[src/rtl/clus_pkg.sv]
package clus_pkg;
    localparam int ADDR_W_DEF = 11;
    localparam int ADC_W_DEF  = 6;
    localparam int MAX_LEN_DEF = 5;
    localparam int FRAC_W_DEF = 3;

    typedef enum logic [1:0] {
        LVL_BELOW = 2'd0,
        LVL_INCL  = 2'd1,
        LVL_SEED  = 2'd2
    } strip_lvl_e;

    typedef struct packed {
        logic open;
        logic seeded;
        logic blocked;
    } clus_flags_t;
endpackage

[src/rtl/clus_grade.sv]
module clus_grade
    import clus_pkg::*;
#(
    parameter int ADC_W = ADC_W_DEF
) (
    input  logic [ADC_W-1:0] adc,
    input  logic [ADC_W-1:0] seed_thr,
    input  logic [ADC_W-1:0] incl_thr,
    output strip_lvl_e       lvl
);
    always_comb begin
        if (adc > seed_thr)      lvl = LVL_SEED;
        else if (adc > incl_thr) lvl = LVL_INCL;
        else                     lvl = LVL_BELOW;
    end
endmodule

[src/rtl/clus_track.sv]
module clus_track
    import clus_pkg::*;
#(
    parameter int ADDR_W  = ADDR_W_DEF,
    parameter int ADC_W   = ADC_W_DEF,
    parameter int MAX_LEN = MAX_LEN_DEF,
    parameter int CNT_W   = 3
) (
    input  logic                     clk,
    input  logic                     rst,
    input  logic                     in_valid,
    input  logic                     in_last,
    input  logic [ADDR_W-1:0]        in_addr,
    input  logic [ADC_W-1:0]         in_adc,
    input  strip_lvl_e               lvl,
    output logic                     emit,
    output logic [ADDR_W-1:0]        rec_first,
    output logic [CNT_W-1:0]         rec_size,
    output logic [MAX_LEN*ADC_W-1:0] rec_adc
);
    clus_flags_t       flg, flg_n;
    logic [CNT_W-1:0]  cnt, cnt_n;
    logic [ADDR_W-1:0] first, first_n;
    logic [ADC_W-1:0]  slot   [MAX_LEN];
    logic [ADC_W-1:0]  slot_n [MAX_LEN];
    logic              take, start, fin;

    always_comb begin
        flg_n   = flg;
        cnt_n   = cnt;
        first_n = first;
        slot_n  = slot;
        take    = 1'b0;
        start   = 1'b0;
        fin     = 1'b0;
        if (in_valid) begin
            if (flg.open) begin
                if (lvl == LVL_BELOW) fin = 1'b1;
                else                  take = 1'b1;
            end else if (lvl == LVL_SEED || (lvl == LVL_INCL && !flg.blocked)) begin
                start = 1'b1;
                take  = 1'b1;
            end else if (lvl == LVL_BELOW) begin
                flg_n.blocked = 1'b0;
            end
            if (start) begin
                flg_n   = '{open: 1'b1, seeded: 1'b0, blocked: 1'b0};
                cnt_n   = '0;
                first_n = in_addr;
                for (int k = 0; k < MAX_LEN; k++) slot_n[k] = '0;
            end
            if (take) begin
                for (int k = 0; k < MAX_LEN; k++)
                    if (CNT_W'(k) == cnt_n) slot_n[k] = in_adc;
                cnt_n = cnt_n + 1'b1;
                if (lvl == LVL_SEED) flg_n.seeded = 1'b1;
                if (cnt_n == CNT_W'(MAX_LEN)) begin
                    fin           = 1'b1;
                    flg_n.blocked = 1'b1;
                end
            end
            if (in_last) begin
                fin           = flg_n.open;
                flg_n.blocked = 1'b0;
            end
            if (fin) flg_n.open = 1'b0;
        end
    end

    assign emit      = fin && flg_n.seeded;
    assign rec_first = first_n;
    assign rec_size  = cnt_n;

    for (genvar g = 0; g < MAX_LEN; g++) begin : g_pack
        assign rec_adc[g*ADC_W +: ADC_W] = slot_n[g];
    end

    always_ff @(posedge clk) begin
        if (rst) begin
            flg   <= '0;
            cnt   <= '0;
            first <= '0;
            for (int k = 0; k < MAX_LEN; k++) slot[k] <= '0;
        end else begin
            flg   <= flg_n;
            cnt   <= cnt_n;
            first <= first_n;
            slot  <= slot_n;
        end
    end


    fill_cap_chk: assert property (@(posedge clk) disable iff (rst)
        cnt <= CNT_W'(MAX_LEN));


    open_nonempty_chk: assert property (@(posedge clk) disable iff (rst)
        flg.open |-> (cnt != '0));
endmodule

[src/rtl/clus_centre.sv]
module clus_centre
    import clus_pkg::*;
#(
    parameter int ADDR_W  = ADDR_W_DEF,
    parameter int ADC_W   = ADC_W_DEF,
    parameter int MAX_LEN = MAX_LEN_DEF,
    parameter int FRAC_W  = FRAC_W_DEF,
    parameter int CNT_W   = 3
) (
    input  logic [ADDR_W-1:0]        first,
    input  logic [MAX_LEN*ADC_W-1:0] adcs,
    output logic [ADDR_W+FRAC_W-1:0] centre
);
    localparam int SUM_W = ADC_W + 2*CNT_W + FRAC_W + 2;

    logic [SUM_W-1:0] sq, siq, num, den, frac;

    always_comb begin
        sq  = '0;
        siq = '0;
        for (int k = 0; k < MAX_LEN; k++) begin
            sq  = sq + SUM_W'(adcs[k*ADC_W +: ADC_W]);
            siq = siq + SUM_W'(k) * SUM_W'(adcs[k*ADC_W +: ADC_W]);
        end
        num  = (siq << (FRAC_W + 1)) + sq;
        den  = sq << 1;
        frac = (den == '0) ? '0 : num / den;
    end

    assign centre = {first, {FRAC_W{1'b0}}} + (ADDR_W+FRAC_W)'(frac);
endmodule

[src/rtl/strip_clusteriser.sv]
module strip_clusteriser
    import clus_pkg::*;
#(
    parameter int ADDR_W  = ADDR_W_DEF,
    parameter int ADC_W   = ADC_W_DEF,
    parameter int MAX_LEN = MAX_LEN_DEF,
    parameter int FRAC_W  = FRAC_W_DEF
) (
    input  logic                             clk,
    input  logic                             rst,
    input  logic                             in_valid,
    input  logic [ADDR_W-1:0]                in_addr,
    input  logic [ADC_W-1:0]                 in_adc,
    input  logic [ADC_W-1:0]                 in_seed_thr,
    input  logic [ADC_W-1:0]                 in_incl_thr,
    input  logic                             in_last,
    output logic                             out_valid,
    output logic [ADDR_W-1:0]                out_first,
    output logic [$clog2(MAX_LEN+1)-1:0]     out_size,
    output logic [MAX_LEN*ADC_W-1:0]         out_adc,
    output logic [ADDR_W+FRAC_W-1:0]         out_centre
);
    localparam int CNT_W = $clog2(MAX_LEN + 1);
    localparam int CEN_W = ADDR_W + FRAC_W;

    strip_lvl_e              lvl;
    logic                    emit;
    logic [ADDR_W-1:0]       rec_first;
    logic [CNT_W-1:0]        rec_size;
    logic [MAX_LEN*ADC_W-1:0] rec_adc;
    logic [CEN_W-1:0]        rec_centre;

    clus_grade #(.ADC_W(ADC_W)) u_grade (
        .adc(in_adc), .seed_thr(in_seed_thr), .incl_thr(in_incl_thr), .lvl(lvl)
    );

    clus_track #(.ADDR_W(ADDR_W), .ADC_W(ADC_W), .MAX_LEN(MAX_LEN), .CNT_W(CNT_W)) u_track (
        .clk(clk), .rst(rst), .in_valid(in_valid), .in_last(in_last),
        .in_addr(in_addr), .in_adc(in_adc), .lvl(lvl),
        .emit(emit), .rec_first(rec_first), .rec_size(rec_size), .rec_adc(rec_adc)
    );

    clus_centre #(.ADDR_W(ADDR_W), .ADC_W(ADC_W), .MAX_LEN(MAX_LEN),
                  .FRAC_W(FRAC_W), .CNT_W(CNT_W)) u_centre (
        .first(rec_first), .adcs(rec_adc), .centre(rec_centre)
    );

    always_ff @(posedge clk) begin
        if (rst) begin
            out_valid  <= 1'b0;
            out_first  <= '0;
            out_size   <= '0;
            out_adc    <= '0;
            out_centre <= '0;
        end else begin
            out_valid <= emit;
            if (emit) begin
                out_first  <= rec_first;
                out_size   <= rec_size;
                out_adc    <= rec_adc;
                out_centre <= rec_centre;
            end
        end
    end


    emit_latency_chk: assert property (@(posedge clk) disable iff (rst)
        out_valid |-> $past(in_valid));


    size_cap_chk: assert property (@(posedge clk) disable iff (rst)
        out_valid |-> (out_size >= CNT_W'(1) && out_size <= CNT_W'(MAX_LEN)));


    centre_range_chk: assert property (@(posedge clk) disable iff (rst)
        out_valid |-> (out_centre >= {out_first, {FRAC_W{1'b0}}} &&
                       out_centre <= ((CEN_W'(out_first) + CEN_W'(out_size) - CEN_W'(1)) << FRAC_W)));


    lead_member_chk: assert property (@(posedge clk) disable iff (rst)
        out_valid |-> (out_adc[ADC_W-1:0] != '0));

    for (genvar g = 0; g < MAX_LEN; g++) begin : g_pad

        slot_pad_chk: assert property (@(posedge clk) disable iff (rst)
            (out_valid && out_size <= CNT_W'(g)) |-> (out_adc[g*ADC_W +: ADC_W] == '0));
    end
endmodule

[config.mk]
export PLATFORM = sky130hd
export DESIGN_NAME = strip_clusteriser
export DESIGN_NICKNAME = d
export VERILOG_FILES = /design/src/rtl/clus_pkg.sv /design/src/rtl/clus_grade.sv /design/src/rtl/clus_track.sv /design/src/rtl/clus_centre.sv /design/src/rtl/strip_clusteriser.sv
export SDC_FILE = /design/constraint.sdc
export NUM_CORES = 1
export LEC_CHECK = 0
export BUFFER_PORTS_ARGS = -buffer_cell sky130_fd_sc_hd__buf_2
export CAP_MARGIN = 20
export CORE_ASPECT_RATIO = 1.75
export CORE_MARGIN = 8
export CORE_UTILIZATION = 50
export DETAILED_ROUTE_END_ITERATION = 6
export HOLD_SLACK_MARGIN = 0.15
export PLACE_DENSITY_LB_ADDON = 0.15
export SLEW_MARGIN = 20
export SYNTH_ARGS = -nofsm -noshare
export SYNTH_HDL_FRONTEND = slang
export SYNTH_SLANG_ARGS = --single-unit
export TNS_END_PERCENT = 10
[constraint.sdc]
create_clock -name clk -period 95.8 [get_ports clk]
set_input_delay 14.37 -clock clk [delete_from_list [all_inputs] [get_ports clk]]
set_output_delay 14.37 -clock clk [all_outputs]
set_load 0.1 [all_outputs]
==> results.yml <==
timing:
  max_slew_margin_pct: 32.4
  min_period_ns: 52.65
  timing.hold.ws_ns: 0.458
  grt_setup_unrepaired: "false"
  setup_viol: 0
  fmax_mhz: 19.0
  min_period_over_period_pct: 55.0
  slew_violations: 0
  finalSetupTns_ns: 0
  worst_slew_pin_slew_ns: 1.00
  finalClockSkew_ns: 0.00949
  hold_viol: 0
routing:
  vias: 12174
  drt_iter0_drc: 531
  via_per_inst: 6.11
  post-route-drc-count: 2
  firstDrtPassIters: 7
  wl_per_cell_um: 19.4
  ant_nets: 0
  routed_wl_mm: 38.6
synth:
  synth.distinct_cells: 133
  async_flop_share_pct: 0
  ys_ff_latch: 106
  syn_avg_cell_area_sq_um: 7.94
  yosysTopAreaCellShare_pct: 16.6
  synth.cell_area_sq_um: 12800
  ys.flop_type: "dfxtp_1"
  yosysWarnings: 0
  yosys.area.top_type: "dfxtp_1"
  ys_top_cells_by_area: "dfxtp_1 (17%), ha_1 (15%), nor2_1 (5.7%), fa_1 (4.4%), inv_1 (3.6%)"
  synth_edf_count: 0
  netlist_instances: 1610
  yosysSeqAreaShare_pct: 16.6
final_layout:
  instances_no_fill: 1992
  area_delta_synth_final_pct: 7.44
  final_nets: 1884
  num_antenna_cells: 0
  post-route-util_pct: 54.4
  layout-drive-gt1-share_pct: 13.1
  fillers: 2398
  ff_latch_area_sq_um: 2120
  multiInputGateArea_sq_um: 9920
floorplan:
  die_area_sq_um: 31100
  die_width_um: 137
  ios: 92
  die_h_um: 227
  rows: 77
  core_area_sq_um: 25200
  start_util_pct: 50.6
critical_path:
  slowest_delay_ns: 0.68
  worstSetupStartpointType: "input pin"
  crit_fanout: 22
  cpMostUsedCell: "o21a_1"
  critPathBufInv: 7
  cp.required_ns: 96.06
  cp_data_arrival_time_ns: 52.92
  critPathSlowestCell: "a211oi_2"
  path_class: "in -> reg"
  cp-end-kind: "flop"
  critPathTopFamily: "compound AO/OA/AOI/OAI gates"
placement:
  place_inst: 1976
  place.gp.congestion: 0.959
  hpwl_mm: 31.4
  portBuffers: 91
clock_network:
  clock-root-buffer: "clkbuf_16"
  numClockSinks: 106
  numCtsBuffers: 9
  clk_pin_slew_ns: 0.07
  clock_latency_ns: 0.37
  htreeDepth: 3
  cts_tree: "built"
  cts_setup_buffers: 0
  clk_path_buf_depth: 2
  cts_resized: 0
  hold_buffers: 0
global_routing:
  grt_pass1_vias: 12194
  grt_use_total_pct: 24.7
  grt_first_pass_wirelength_mm: 61.2
  grt_max_degree: 97
  antenna_found_initial: 0
  grt-ovfl-total: 0
flow_run:
  drv_cap: 0
outcome:
  status: "finished, violations left"
  violations: "DRC"
worst_hold_path:
  hp-class: "reg -> reg"
## layout by cell type (no fill, tap or decap), drive strengths merged, types with 19 or more instances in the layout
cell	n
fa	28
ha	152
nand3	35
inv	130
xnor2	42
nor2	197
a21o	19
a22oi	33
o21a	59
o31ai	31
nand2	121
xor2	26
nor3	66
a211oi	54
buf	101
a31oi	20
o21ai	58
nand4	19
a21oi	92
o211ai	20
dfxtp	106
## area by class of cell
type,instances,area share (%)
clock inverters,7,0.492
repair buffers,101,3.88
inverters,125,3.42
multi-input cells,1328,72.2
well taps,316,2.88
clock buffers,9,1.64
flip-flops and latches,106,15.5
## final timing paths
path / start / endpoint / slack (ns) / depth (start not counted)
worst max register to register: u_track.flg[0]$_SDFFE_PP0P_ / out_centre[0]$_SDFFE_PP0P_ / 58.34 / 161
worst max-delay path: in_adc[1] / out_centre[0]$_SDFFE_PP0P_ / 43.15 / 172
worst min register to register: out_centre[12]$_SDFFE_PP0P_ / out_centre[12]$_SDFFE_PP0P_ / 0.46 / 2
worst min-delay path: out_centre[12]$_SDFFE_PP0P_ / out_centre[12]$_SDFFE_PP0P_ / 0.46 / 2
## per-layer routing
| metal | routed length, um | vias up | share of wire, % | track usage (%) |
|---|---|---|---|---|
| met1 | 13900 | 5706 | 36 | 23.3 |
| met5 | 0 | - | 0 | 0 |
| met2 | 21300 | 319 | 55 | 49.4 |
| li1 | - | 6032 | - | - |
| met3 | 1360 | 117 | 3.5 | 2.21 |
| met4 | 2090 | 0 | 5.4 | 14.6 |
## cell families after synthesis
family                     count (synthesis)  share of synthesized area, %
other                                      1                        0.0293
xor gates and xnor gates                  70                          5.02
AOI/OAI and AO/OA                        478                          28.1
buffers and inverters                    178                          5.96
and+or+nand+nor                          563                          22.0
DFF                                      106                          16.6
adders and majority gates                183                          19.5
muxes                                     31                          2.69
## state kept, by name (all words and copies together) (netlist names)
signal         count
out_first         11
u_track.flg        3
out_centre        14
u_track.first     11
out_adc           30
u_track.slot      30
out_size           3
u_track.cnt        3
out_valid          1
## worst reg2reg max path, delay by kind of cell (launching register included)
kind / cells / cell delay (ns)
AO/OA/AOI/OAI: 92 / 19.67
AND/OR/NAND/NOR: 41 / 9.32
adder cells (fa/ha/maj): 20 / 6.60
multiplexers: 2 / 0.74
buffers and inverters: 5 / 0.47
flip-flops: 1 / 0.33
XOR/XNOR: 1 / 0.22
## cells in the mapped netlist (all sizes together) (14+ instances only)
library cell and instances:
ha 152, dfxtp 106, fa 28, and2 17, a21o 19, o31ai 31
xor2 26, a21oi 92, clkbuf 31, a22oi 33, nand2b 17, inv 125
a211oi 54, xnor2 42, o21ai 58, a31oi 20, nand3 35, buf 22
or3 14, nand4 19, nor3 66, o211ai 20, mux2i 17, and3 17
nand2 121, nor2b 16, mux2 14, o21a 59, nor2 197
## stage by stage
step | cell area, sq um | worst slack [ns]
6_report | 13700 | 43.15
5_1_grt | 13700 | 39.88
4_1_cts | 13700 | 43.14
3_5_place_dp | 13400 | 42.82
3_3_place_gp | 13400 | 43.79
2_1_floorplan | 12800 | 47.57
Power is not shown: default switching activity piles up to over one toggle a cycle in this logic, so the estimate is an artifact.
